===== config.mk =====
export PLATFORM = sky130hd
export DESIGN_NAME = sync_frame_engine
export DESIGN_NICKNAME = d
export VERILOG_FILES = /design/src/rtl/sfe_pkg.sv /design/src/rtl/sfe_edge.sv /design/src/rtl/sfe_tx.sv /design/src/rtl/sfe_rx.sv /design/src/rtl/sync_frame_engine.sv
export SDC_FILE = /design/constraint.sdc
export NUM_CORES = 1
export LEC_CHECK = 0
export ABC_AREA = 1
export BUFFER_PORTS_ARGS = -buffer_cell sky130_fd_sc_hd__buf_2
export CAP_MARGIN = 30
export CORE_UTILIZATION = 25
export DETAILED_ROUTE_END_ITERATION = 12
export PLACE_DENSITY = 0.45
export SETUP_SLACK_MARGIN = 0.02
export SLEW_MARGIN = 10
export SYNTH_ARGS = -nofsm -noshare
export SYNTH_HDL_FRONTEND = slang
export SYNTH_SLANG_ARGS = --single-unit

===== constraint.sdc =====
create_clock -name clk -period 3.3 [get_ports clk]
set_clock_uncertainty 0.1 [all_clocks]
set_input_delay 0.66 -clock clk [delete_from_list [all_inputs] [get_ports clk]]
set_output_delay 0.66 -clock clk [all_outputs]
set_load 0.005 [all_outputs]

===== src/rtl/sfe_pkg.sv =====
// Shared types and helpers for the synchronous character engine.
// Assumes a maximum character of nine bits.
package sfe_pkg;

    localparam int MAX_DATA = 9;

    typedef enum logic [1:0] {
        PAR_NONE = 2'd0,
        PAR_RSVD = 2'd1,
        PAR_EVEN = 2'd2,
        PAR_ODD  = 2'd3
    } par_e;

    typedef struct packed {
        logic [2:0] len_code;
        par_e       par;
        logic       stop2;
        logic       pol;
    } fmt_t;

    localparam fmt_t FMT_RESET = '{len_code: 3'd3, par: PAR_NONE, stop2: 1'b0, pol: 1'b0};

    // Number of data bits for a length code; codes of 4 and above mean nine.
    function automatic logic [3:0] data_bits(input logic [2:0] code);
        return (code >= 3'd4) ? 4'd9 : (4'd5 + {1'b0, code});
    endfunction

    // True when the mode inserts a parity bit.
    function automatic logic par_on(input par_e p);
        return (p == PAR_EVEN) || (p == PAR_ODD);
    endfunction

endpackage


===== src/rtl/sfe_edge.sv =====
// Serial clock edge strobes.
// Brings ser_clk and ser_in into the clk domain through SYNC_STAGES flops.
// Produces one-cycle launch and sample strobes chosen by the polarity bit.
// Assumes ser_clk is slower than clk/4 and SYNC_STAGES >= 2.
module sfe_edge #(
    parameter int SYNC_STAGES = 2
) (
    input  logic clk,
    input  logic rst_n,
    input  logic ser_clk,
    input  logic ser_in,
    input  logic pol,
    output logic launch_stb,
    output logic sample_stb,
    output logic ser_in_s
);
    localparam int LAST = SYNC_STAGES - 1;

    logic [LAST:0] clk_sync;
    logic [LAST:0] din_sync;
    logic          clk_prev;
    logic          rise;
    logic          fall;

    // Synchronizer chains and edge history.
    always_ff @(posedge clk) begin
        if (!rst_n) begin
            clk_sync <= '0;
            din_sync <= '1;
            clk_prev <= 1'b0;
        end else begin
            clk_sync <= {clk_sync[LAST-1:0], ser_clk};
            din_sync <= {din_sync[LAST-1:0], ser_in};
            clk_prev <= clk_sync[LAST];
        end
    end

    // Edge decode and role selection by polarity.
    always_comb begin
        rise       = clk_sync[LAST] & ~clk_prev;
        fall       = ~clk_sync[LAST] & clk_prev;
        launch_stb = pol ? fall : rise;
        sample_stb = pol ? rise : fall;
        ser_in_s   = din_sync[LAST];
    end

endmodule


===== src/rtl/sfe_tx.sv =====
// Transmit serializer with a one-character holding slot.
// Builds start, data, parity and stop bits at load time and shifts one bit
// per launch strobe. A waiting character starts right after the last stop bit.
module sfe_tx
    import sfe_pkg::*;
#(
    parameter int DATA_W  = MAX_DATA,
    parameter int FRAME_W = DATA_W + 4,
    parameter int CNT_W   = $clog2(FRAME_W + 1)
) (
    input  logic              clk,
    input  logic              rst_n,
    input  logic [2:0]        len_code,
    input  par_e              par,
    input  logic              stop2,
    input  logic              launch_stb,
    input  logic [DATA_W-1:0] tx_data,
    input  logic              tx_valid,
    output logic              tx_ready,
    output logic              ser_out,
    output logic              tx_busy
);
    logic              pend_q;
    logic [DATA_W-1:0] pend_d;
    logic [FRAME_W-1:0] sh_q;
    logic [FRAME_W-1:0] frame;
    logic [CNT_W-1:0]  left_q;
    logic [CNT_W-1:0]  flen;
    logic [3:0]        nb;
    logic              par_en;
    logic              par_acc;

    // Frame image and length for the waiting character.
    always_comb begin
        nb      = data_bits(len_code);
        par_en  = par_on(par);
        par_acc = (par == PAR_ODD);
        frame   = '1;
        frame[0] = 1'b0;
        for (int i = 0; i < DATA_W; i++) begin
            if (i < int'(nb)) begin
                frame[i+1] = pend_d[i];
                par_acc    = par_acc ^ pend_d[i];
            end
        end
        for (int i = 1; i < FRAME_W; i++) begin
            if (par_en && (i == int'(nb) + 1)) frame[i] = par_acc;
        end
        flen = CNT_W'(nb) + CNT_W'(par_en) + (stop2 ? CNT_W'(3) : CNT_W'(2));
    end

    // Holding slot, shifter and line driver.
    always_ff @(posedge clk) begin
        if (!rst_n) begin
            pend_q  <= 1'b0;
            pend_d  <= '0;
            sh_q    <= '1;
            left_q  <= '0;
            ser_out <= 1'b1;
        end else begin
            if (tx_valid && tx_ready) begin
                pend_q <= 1'b1;
                pend_d <= tx_data;
            end
            if (launch_stb) begin
                if (left_q > CNT_W'(1)) begin
                    sh_q    <= sh_q >> 1;
                    ser_out <= sh_q[1];
                    left_q  <= left_q - CNT_W'(1);
                end else if (pend_q) begin
                    sh_q    <= frame;
                    ser_out <= frame[0];
                    left_q  <= flen;
                    pend_q  <= 1'b0;
                end else begin
                    ser_out <= 1'b1;
                    left_q  <= '0;
                end
            end
        end
    end

    assign tx_ready = ~pend_q;
    assign tx_busy  = pend_q | (left_q != '0);

endmodule


===== src/rtl/sfe_rx.sv =====
// Receive deserializer.
// Waits for a low sample while idle, gathers data bits LSB first and an
// optional parity bit, checks the first stop bit, then pulses rx_valid.
// Assumes ser_in is already synchronized and aligned with sample_stb.
module sfe_rx
    import sfe_pkg::*;
#(
    parameter int DATA_W = MAX_DATA,
    parameter int CNT_W  = $clog2(DATA_W + 5)
) (
    input  logic              clk,
    input  logic              rst_n,
    input  logic [2:0]        len_code,
    input  par_e              par,
    input  logic              sample_stb,
    input  logic              ser_in_s,
    output logic              rx_valid,
    output logic [DATA_W-1:0] rx_data,
    output logic              rx_perr,
    output logic              rx_ferr,
    output logic              rx_busy
);
    logic              busy_q;
    logic [CNT_W-1:0]  pos_q;
    logic [DATA_W-1:0] dat_q;
    logic              pbit_q;
    logic [CNT_W-1:0]  nb_c;
    logic              par_en;

    // Format decode for this frame.
    always_comb begin
        nb_c   = CNT_W'(data_bits(len_code));
        par_en = par_on(par);
    end

    // Bit collection and character delivery.
    always_ff @(posedge clk) begin
        if (!rst_n) begin
            busy_q   <= 1'b0;
            pos_q    <= '0;
            dat_q    <= '0;
            pbit_q   <= 1'b0;
            rx_valid <= 1'b0;
            rx_data  <= '0;
            rx_perr  <= 1'b0;
            rx_ferr  <= 1'b0;
        end else begin
            rx_valid <= 1'b0;
            if (sample_stb) begin
                if (!busy_q) begin
                    if (!ser_in_s) begin
                        busy_q <= 1'b1;
                        pos_q  <= '0;
                        dat_q  <= '0;
                    end
                end else if (pos_q < nb_c) begin
                    for (int i = 0; i < DATA_W; i++) begin
                        if (pos_q == CNT_W'(i)) dat_q[i] <= ser_in_s;
                    end
                    pos_q <= pos_q + CNT_W'(1);
                end else if (par_en && (pos_q == nb_c)) begin
                    pbit_q <= ser_in_s;
                    pos_q  <= pos_q + CNT_W'(1);
                end else begin
                    busy_q   <= 1'b0;
                    rx_valid <= 1'b1;
                    rx_data  <= dat_q;
                    rx_ferr  <= ~ser_in_s;
                    rx_perr  <= par_en & ((^dat_q) ^ pbit_q ^ (par == PAR_ODD));
                end
            end
        end
    end

    assign rx_busy = busy_q;

endmodule


===== src/rtl/sync_frame_engine.sv =====
// Top of the synchronous character engine.
// Latches the format while both directions are idle and wires the edge
// strobes to the serializer and deserializer.
module sync_frame_engine
    import sfe_pkg::*;
#(
    parameter int DATA_W      = MAX_DATA,
    parameter int SYNC_STAGES = 2
) (
    input  logic              clk,
    input  logic              rst_n,
    input  logic [2:0]        cfg_len,
    input  logic [1:0]        cfg_par,
    input  logic              cfg_stop2,
    input  logic              cfg_pol,
    input  logic              ser_clk,
    input  logic [DATA_W-1:0] tx_data,
    input  logic              tx_valid,
    output logic              tx_ready,
    output logic              ser_out,
    input  logic              ser_in,
    output logic              rx_valid,
    output logic [DATA_W-1:0] rx_data,
    output logic              rx_perr,
    output logic              rx_ferr
);
    fmt_t fmt_q;
    logic launch_stb;
    logic sample_stb;
    logic ser_in_s;
    logic tx_busy;
    logic rx_busy;

    // Format register, updated only between frames.
    always_ff @(posedge clk) begin
        if (!rst_n) begin
            fmt_q <= FMT_RESET;
        end else if (!tx_busy && !rx_busy) begin
            fmt_q <= '{len_code: cfg_len, par: par_e'(cfg_par),
                       stop2: cfg_stop2, pol: cfg_pol};
        end
    end

    sfe_edge #(.SYNC_STAGES(SYNC_STAGES)) u_edge (
        .clk        (clk),
        .rst_n      (rst_n),
        .ser_clk    (ser_clk),
        .ser_in     (ser_in),
        .pol        (fmt_q.pol),
        .launch_stb (launch_stb),
        .sample_stb (sample_stb),
        .ser_in_s   (ser_in_s)
    );

    sfe_tx #(.DATA_W(DATA_W)) u_tx (
        .clk        (clk),
        .rst_n      (rst_n),
        .len_code   (fmt_q.len_code),
        .par        (fmt_q.par),
        .stop2      (fmt_q.stop2),
        .launch_stb (launch_stb),
        .tx_data    (tx_data),
        .tx_valid   (tx_valid),
        .tx_ready   (tx_ready),
        .ser_out    (ser_out),
        .tx_busy    (tx_busy)
    );

    sfe_rx #(.DATA_W(DATA_W)) u_rx (
        .clk        (clk),
        .rst_n      (rst_n),
        .len_code   (fmt_q.len_code),
        .par        (fmt_q.par),
        .sample_stb (sample_stb),
        .ser_in_s   (ser_in_s),
        .rx_valid   (rx_valid),
        .rx_data    (rx_data),
        .rx_perr    (rx_perr),
        .rx_ferr    (rx_ferr),
        .rx_busy    (rx_busy)
    );

endmodule


==> impl_metrics.py, run 1 <==
metrics = {
    "outcome": {
        "run_status": "finished, final reports clean",
    },
    "synth": {
        "synth_edf_count": 0,
        "synth.most_common_cell": "nand2_1",
        "async_reset_ff_share_pct": 0,
        "synth_nets": 535,
        "ys_seq_area_share_pct": 38.5,
        "yosysTopAreaCell": "dfxtp_1",
        "synth_area_mm2": 0.00343,
        "yosysWarnings": 0,
        "synth_top_area_share_pct": 38.5,
        "synthTopCellsByCount": "128 x nand2_1, 66 x dfxtp_1, 59 x inv_1, 53 x a21oi_1, 49 x o21ai_0",
        "synth-seq-cells": 66,
        "synth_cell_types": 31,
        "synthTopCellsByArea": "dfxtp_1 39%, nand2_1 14%, a21oi_1 7.7%",
        "syn_inst": 499,
        "synth_ff_type": "dfxtp_1",
        "syn_avg_cell_area_um2": 6.87,
    },
    "grt": {
        "grt_pass1_vias": 3062,
        "grt_pass1_wl_um": 15400,
        "grtUsageTotal_pct": 14.1,
        "grt_antenna_before_repair": 0,
        "grt_max_degree": 30,
        "overflow": 0,
    },
    "route": {
        "drtIter0Drc": 118,
        "drc": 0,
        "antenna_violating_nets_post_route": 0,
        "wl_per_cell_um": 12.5,
        "drt_pass1_iterations": 4,
        "num_vias": 3180,
        "drt-total-wl_um": 8990,
        "drt-vias-per-instance": 4.43,
    },
    "die": {
        "die_area_mm2": 0.0142,
        "rows": 42,
        "core_area_mm2": 0.0133,
        "die_h_um": 119,
        "start_util_pct": 25.8,
        "die_width_um": 119,
        "ios": 35,
    },
    "layout": {
        "insertedDiodeCount": 0,
        "syn2layout_area_growth_pct": 20.8,
        "multi_input_area_mm2": 0.00183,
        "seq_area_mm2": 0.00132,
        "fin_area_mm2": 0.00414,
        "drive_above_1_share_pct": 13.3,
        "nets": 573,
        "fillers": 1454,
    },
    "sta": {
        "finalCritPeriodShare_pct": 89.2,
        "setup_tns_ns": 0,
        "slew_viol_final": 0,
        "finalCriticalPeriod_ns": 2.94,
        "rsz0062_at_grt": "no",
        "final.setup.worst_slack_ns": 0.357,
        "worst_pin_slew_ns": 0.496,
        "hold_viol": 0,
        "hold_ws_ns": 0.312,
        "setup_violations": 0,
        "relSlewSlack_pct": 66.8,
        "fmax_mhz": 340,
    },
    "place": {
        "portBuffers": 34,
        "place_congestion": 0.801,
        "post-place-ws_ns": 0.195,
        "dp_hpwl_um": 6640,
        "place_area_mm2": 0.00381,
    },
    "worst_setup_path": {
        "reg2reg_depth": 16,
        "critPathSlowestCell": "dfxtp_1",
        "arrival_ns": 3.13,
        "worst-path-max-fanout": 10,
        "crit_chain": "inv_1 -> ha_1 -> nand2_1 -> ha_1 -> inv_1 -> nor2_1 -> o21ai_0 -> nand2_2 -> inv_1 -> nor2_1 -> nand2_1 -> nor2_1 -> nand2_1 -> inv_1 -> nand3_1 -> nand2_1",
        "crit_buf_inv": 4,
        "endpoint_kind": "flip-flop",
        "path_class": "flip-flop to flip-flop",
        "cp.depth": 16,
        "worst_setup_path_start_kind": "flip-flop",
        "max_stage_delay_ns": 0.47,
        "crit_required_ns": 3.48,
        "crit_family": "simple AND/OR/NAND/NOR gates",
    },
    "clock_network": {
        "clk_pin_slew_ns": 0.06,
        "cts_resized": 0,
        "cts-root-buf": "clkbuf_16",
        "clock_sink_count": 66,
        "max-clock-path-buffers": 2,
        "cts_buffers": 9,
        "postCtsSetupRepairBufs": 0,
        "cts_tree": "built",
        "clk_latency_ns": 0.34,
        "h-tree-depth": 3,
        "holdBufCountCts": 0,
    },
    "pwr": {
        "p_leak_nw": 1.85,
        "p_per_area_mw_per_mm2": 588,
        "ir_drop_uv": 237,
        "total_power_mw": 2.44,
    },
    "worst_hold_path": {
        "whs_path_depth": 2,
        "min_path_type": "flip-flop to flip-flop",
    },
    "job": {
        "cap_viol_max_count": 0,
    },
}
[area by class of cell]
cell class	count	share of cell area [%]
repair buffers	39	5.01
flip-flops and latches	66	31.9
inverters	64	5.80
multi-input cells	357	44.1
clock buffers	9	5.43
well taps	176	5.31
clock inverters	7	2.48
[state kept, by name, summed over array words and instances, names as in the netlist, 2 cells and up]
signal	count
u_edge.clk_sync	2
u_tx.left_q	4
fmt_q	7
u_rx.pos_q	4
u_edge.din_sync	2
u_tx.pend_d	9
u_tx.sh_q	12
u_rx.dat_q	9
u_rx.rx_data	9
[metal layers]
metal	wire length [um]	share of wire (%)	track usage [%]	vias to the layer above
met5	0	0	0	-
li1	-	-	-	1703
met1	4610	51	18.5	1420
met4	147	1.6	5.22	0
met2	3940	44	22.1	46
met3	295	3.3	3.59	11
[stage by stage]
step	utilization (%)	std cells
floorplan	-	499
global placement	28.7	702
detailed placement	28.7	702
CTS	31.1	718
global route	31.2	718
finish	31.2	718
[kinds of logic (layout without fill, tap and decap cells)]
logic type	after synthesis	count (layout)	synth area share (%)
AND/OR/NAND/NOR	212	212	26.2
XOR/XNOR	12	12	3.06
flip-flops	66	66	38.5
adder cells (fa/ha/maj)	15	15	5.69
buffers and inverters	76	119	8.35
AO/OA/AOI/OAI	118	118	18.2
[worst min-delay path, cell delays in order, from the launching register on]
cell and delay (ns):
dfxtp_1 0.30, nand2_1 0.05, inv_1 0.04
[where the power goes]
| part | switching [mW] | internal [mW] | total [mW] |
|---|---|---|---|
| combinational | 0.338 | 0.167 | 0.505 |
| clock | 0.393 | 0.668 | 1.06 |
| sequential | 0.0334 | 0.836 | 0.870 |
| total | 0.764 | 1.67 | 2.44 |
[cells in the final DEF, fill, tap and decap left out]
cell type and count:
nor3b_1 2, nor2_1 31, o21a_1 1, clkinv_1 2, nor2_4 2, nand2_1 127
xor2_1 8, a311oi_1 1, nand4_1 2, xnor2_1 4, bufinv_16 2, or2_2 3
o22ai_1 1, a22o_1 1, nand2_2 6, o21ai_1 4, clkbuf_16 9, inv_2 3
nor3_1 6, fa_1 1, inv_6 1, o21ai_2 1, clkinv_4 3, nor2_2 2
nor4_1 5, nand3_1 26, buf_4 5, a31oi_1 2, ha_1 14, inv_1 59
a211oi_1 6, clkinvlp_4 1, buf_2 34, a21oi_1 53, o21ai_0 48, dfxtp_1 66
[worst paths after layout]
kind | from | end | slack, ns
min | u_edge.clk_sync[0] | u_edge.clk_sync[1] | 0.31
max reg2reg | fmt_q[4] | u_rx.rx_perr | 0.36
min reg2reg | u_edge.clk_sync[0] | u_edge.clk_sync[1] | 0.31
max | fmt_q[4] | u_rx.rx_perr | 0.36
Note: power is estimated with default switching activity, not from simulation.
==> inputs of run 2 (changes only) <==
CORE_ASPECT_RATIO = 0.5   (was default)
CORE_MARGIN = 2   (was default)
CORE_UTILIZATION = 31   (was 25)
PLACE_DENSITY = 0.52   (was 0.45)
==> impl_metrics.py, run 2 (same netlist as run 1, synthesis figures left out) <==
metrics = {
    "clock_network": {
        "cts_resized": 0,
        "clk_pin_slew_ns": 0.06,
        "postCtsSetupRepairBufs": 0,
        "cts-root-buf": "clkbuf_16",
        "max-clock-path-buffers": 2,
        "cts_buffers": 9,
        "holdBufCountCts": 0,
        "clock_sink_count": 66,
        "h-tree-depth": 3,
        "cts_tree": "built",
        "clk_latency_ns": 0.33,
    },
    "layout": {
        "top_register": "u_tx.sh_q",
        "final_cell_mix": "127 x nand2_1, 66 x dfxtp_1, 58 x inv_1, 53 x a21oi_1, 48 x o21ai_0",
        "nets": 571,
        "insertedDiodeCount": 0,
        "largest_reg_flops": 12,
        "syn2layout_area_growth_pct": 18.6,
        "drive_above_1_share_pct": 13.1,
        "final_cells": 685,
        "layout_commonest_cell": "nand2_1",
    },
    "worst_hold_path": {
        "min_path_type": "flip-flop to flip-flop",
    },
    "die": {
        "die_width_um": 153,
        "rows": 27,
        "ios": 35,
        "core_area_mm2": 0.0109,
        "start_util_pct": 31.5,
        "die_h_um": 78.4,
        "die_area_mm2": 0.0120,
    },
    "sta": {
        "fmax_mhz": 342,
        "relSlewSlack_pct": 64.6,
        "hold_ws_ns": 0.314,
        "setup_violations": 0,
        "final.setup.worst_slack_ns": 0.372,
        "slew_viol_final": 0,
        "worst_pin_slew_ns": 0.530,
        "finalCritPeriodShare_pct": 88.7,
        "finalCriticalPeriod_ns": 2.93,
        "hold_viol": 0,
        "rsz0062_at_grt": "yes",
        "setup_tns_ns": 0,
    },
    "route": {
        "num_vias": 3180,
        "drt-vias-per-instance": 4.64,
        "wl_per_cell_um": 12.3,
        "drt-total-wl_um": 8430,
        "drc": 0,
        "antenna_violating_nets_post_route": 0,
        "drtIter0Drc": 205,
        "drt_pass1_iterations": 6,
    },
    "pwr": {
        "p_leak_nw": 1.82,
        "total_power_mw": 2.35,
        "ir_drop_uv": 258,
        "p_per_area_mw_per_mm2": 577,
    },
    "worst_setup_path": {
        "worst_setup_path_start_kind": "flip-flop",
        "endpoint_kind": "flip-flop",
        "worst-path-max-fanout": 12,
        "arrival_ns": 3.11,
        "crit_required_ns": 3.48,
        "path_class": "flip-flop to flip-flop",
    },
    "place": {
        "place_congestion": 0.833,
        "post-place-ws_ns": 0.126,
        "dp_hpwl_um": 6110,
        "portBuffers": 34,
        "place_inst": 669,
    },
    "grt": {
        "grt_antenna_before_repair": 0,
        "grt_max_degree": 30,
        "overflow": 0,
        "grt_pass1_vias": 3077,
        "grtUsageTotal_pct": 14.7,
        "grt_pass1_wl_um": 14400,
    },
    "job": {
        "cap_viol_max_count": 0,
    },
    "outcome": {
        "run_status": "finished, final reports clean",
    },
}
==> run 2: final timing paths <==
kind	start	slack (ns)	end	depth (start not counted)
setup reg to reg	fmt_q[4]	0.37	u_rx.rx_data[0]	14
setup / recovery	fmt_q[4]	0.37	u_rx.rx_data[0]	14
hold / removal	u_edge.din_sync[0]	0.31	u_edge.din_sync[1]	1
hold reg to reg	u_edge.din_sync[0]	0.31	u_edge.din_sync[1]	1
==> run 2: worst max-delay path, stage by stage, from the launching register on <==
cell and delay (ns):
dfxtp_1 0.47, inv_1 0.12, ha_1 0.43, nand2_1 0.14, ha_1 0.32, inv_1 0.05, nor2_1 0.03, o21ai_0 0.19
nand2_2 0.15, inv_1 0.08, nor2_1 0.05, nand2_1 0.08, nor2_1 0.06, nor2_2 0.37, a22o_1 0.21
==> run 2: metrics by stage <==
stage | instance area, um2 | util, %
final | 4070 | 37.4
after floorplan | 3430 | -
after global placement | 3760 | 34.5
after global routing | 4070 | 37.4
after detailed placement | 3760 | 34.5
after CTS | 4060 | 37.3
==> run 2: final cells by class <==
class                           instances  area, um2
Inverter                               64        240
Fill cell                            1182       6810
Sequential cell                        66       1320
Clock buffer                            9        225
Multi-Input combinational cell        357       1830
Clock inverter                          7       78.8
Timing Repair Buffer                   37        193
Tap cell                              145        181
==> run 2: power breakdown <==
part	total, mW	switching, mW	internal [mW]
combinational	0.498	0.335	0.163
clock	0.979	0.388	0.591
sequential	0.868	0.0319	0.836
total	2.35	0.755	1.59
==> run 2: routing by layer <==
layer	GRT usage, %	vias to the layer above	wire length [um]
li1	-	1703	-
met1	19.2	1433	4410
met2	24.7	40	3750
met3	4.25	4	239
met4	2.87	0	31
met5	0	-	0
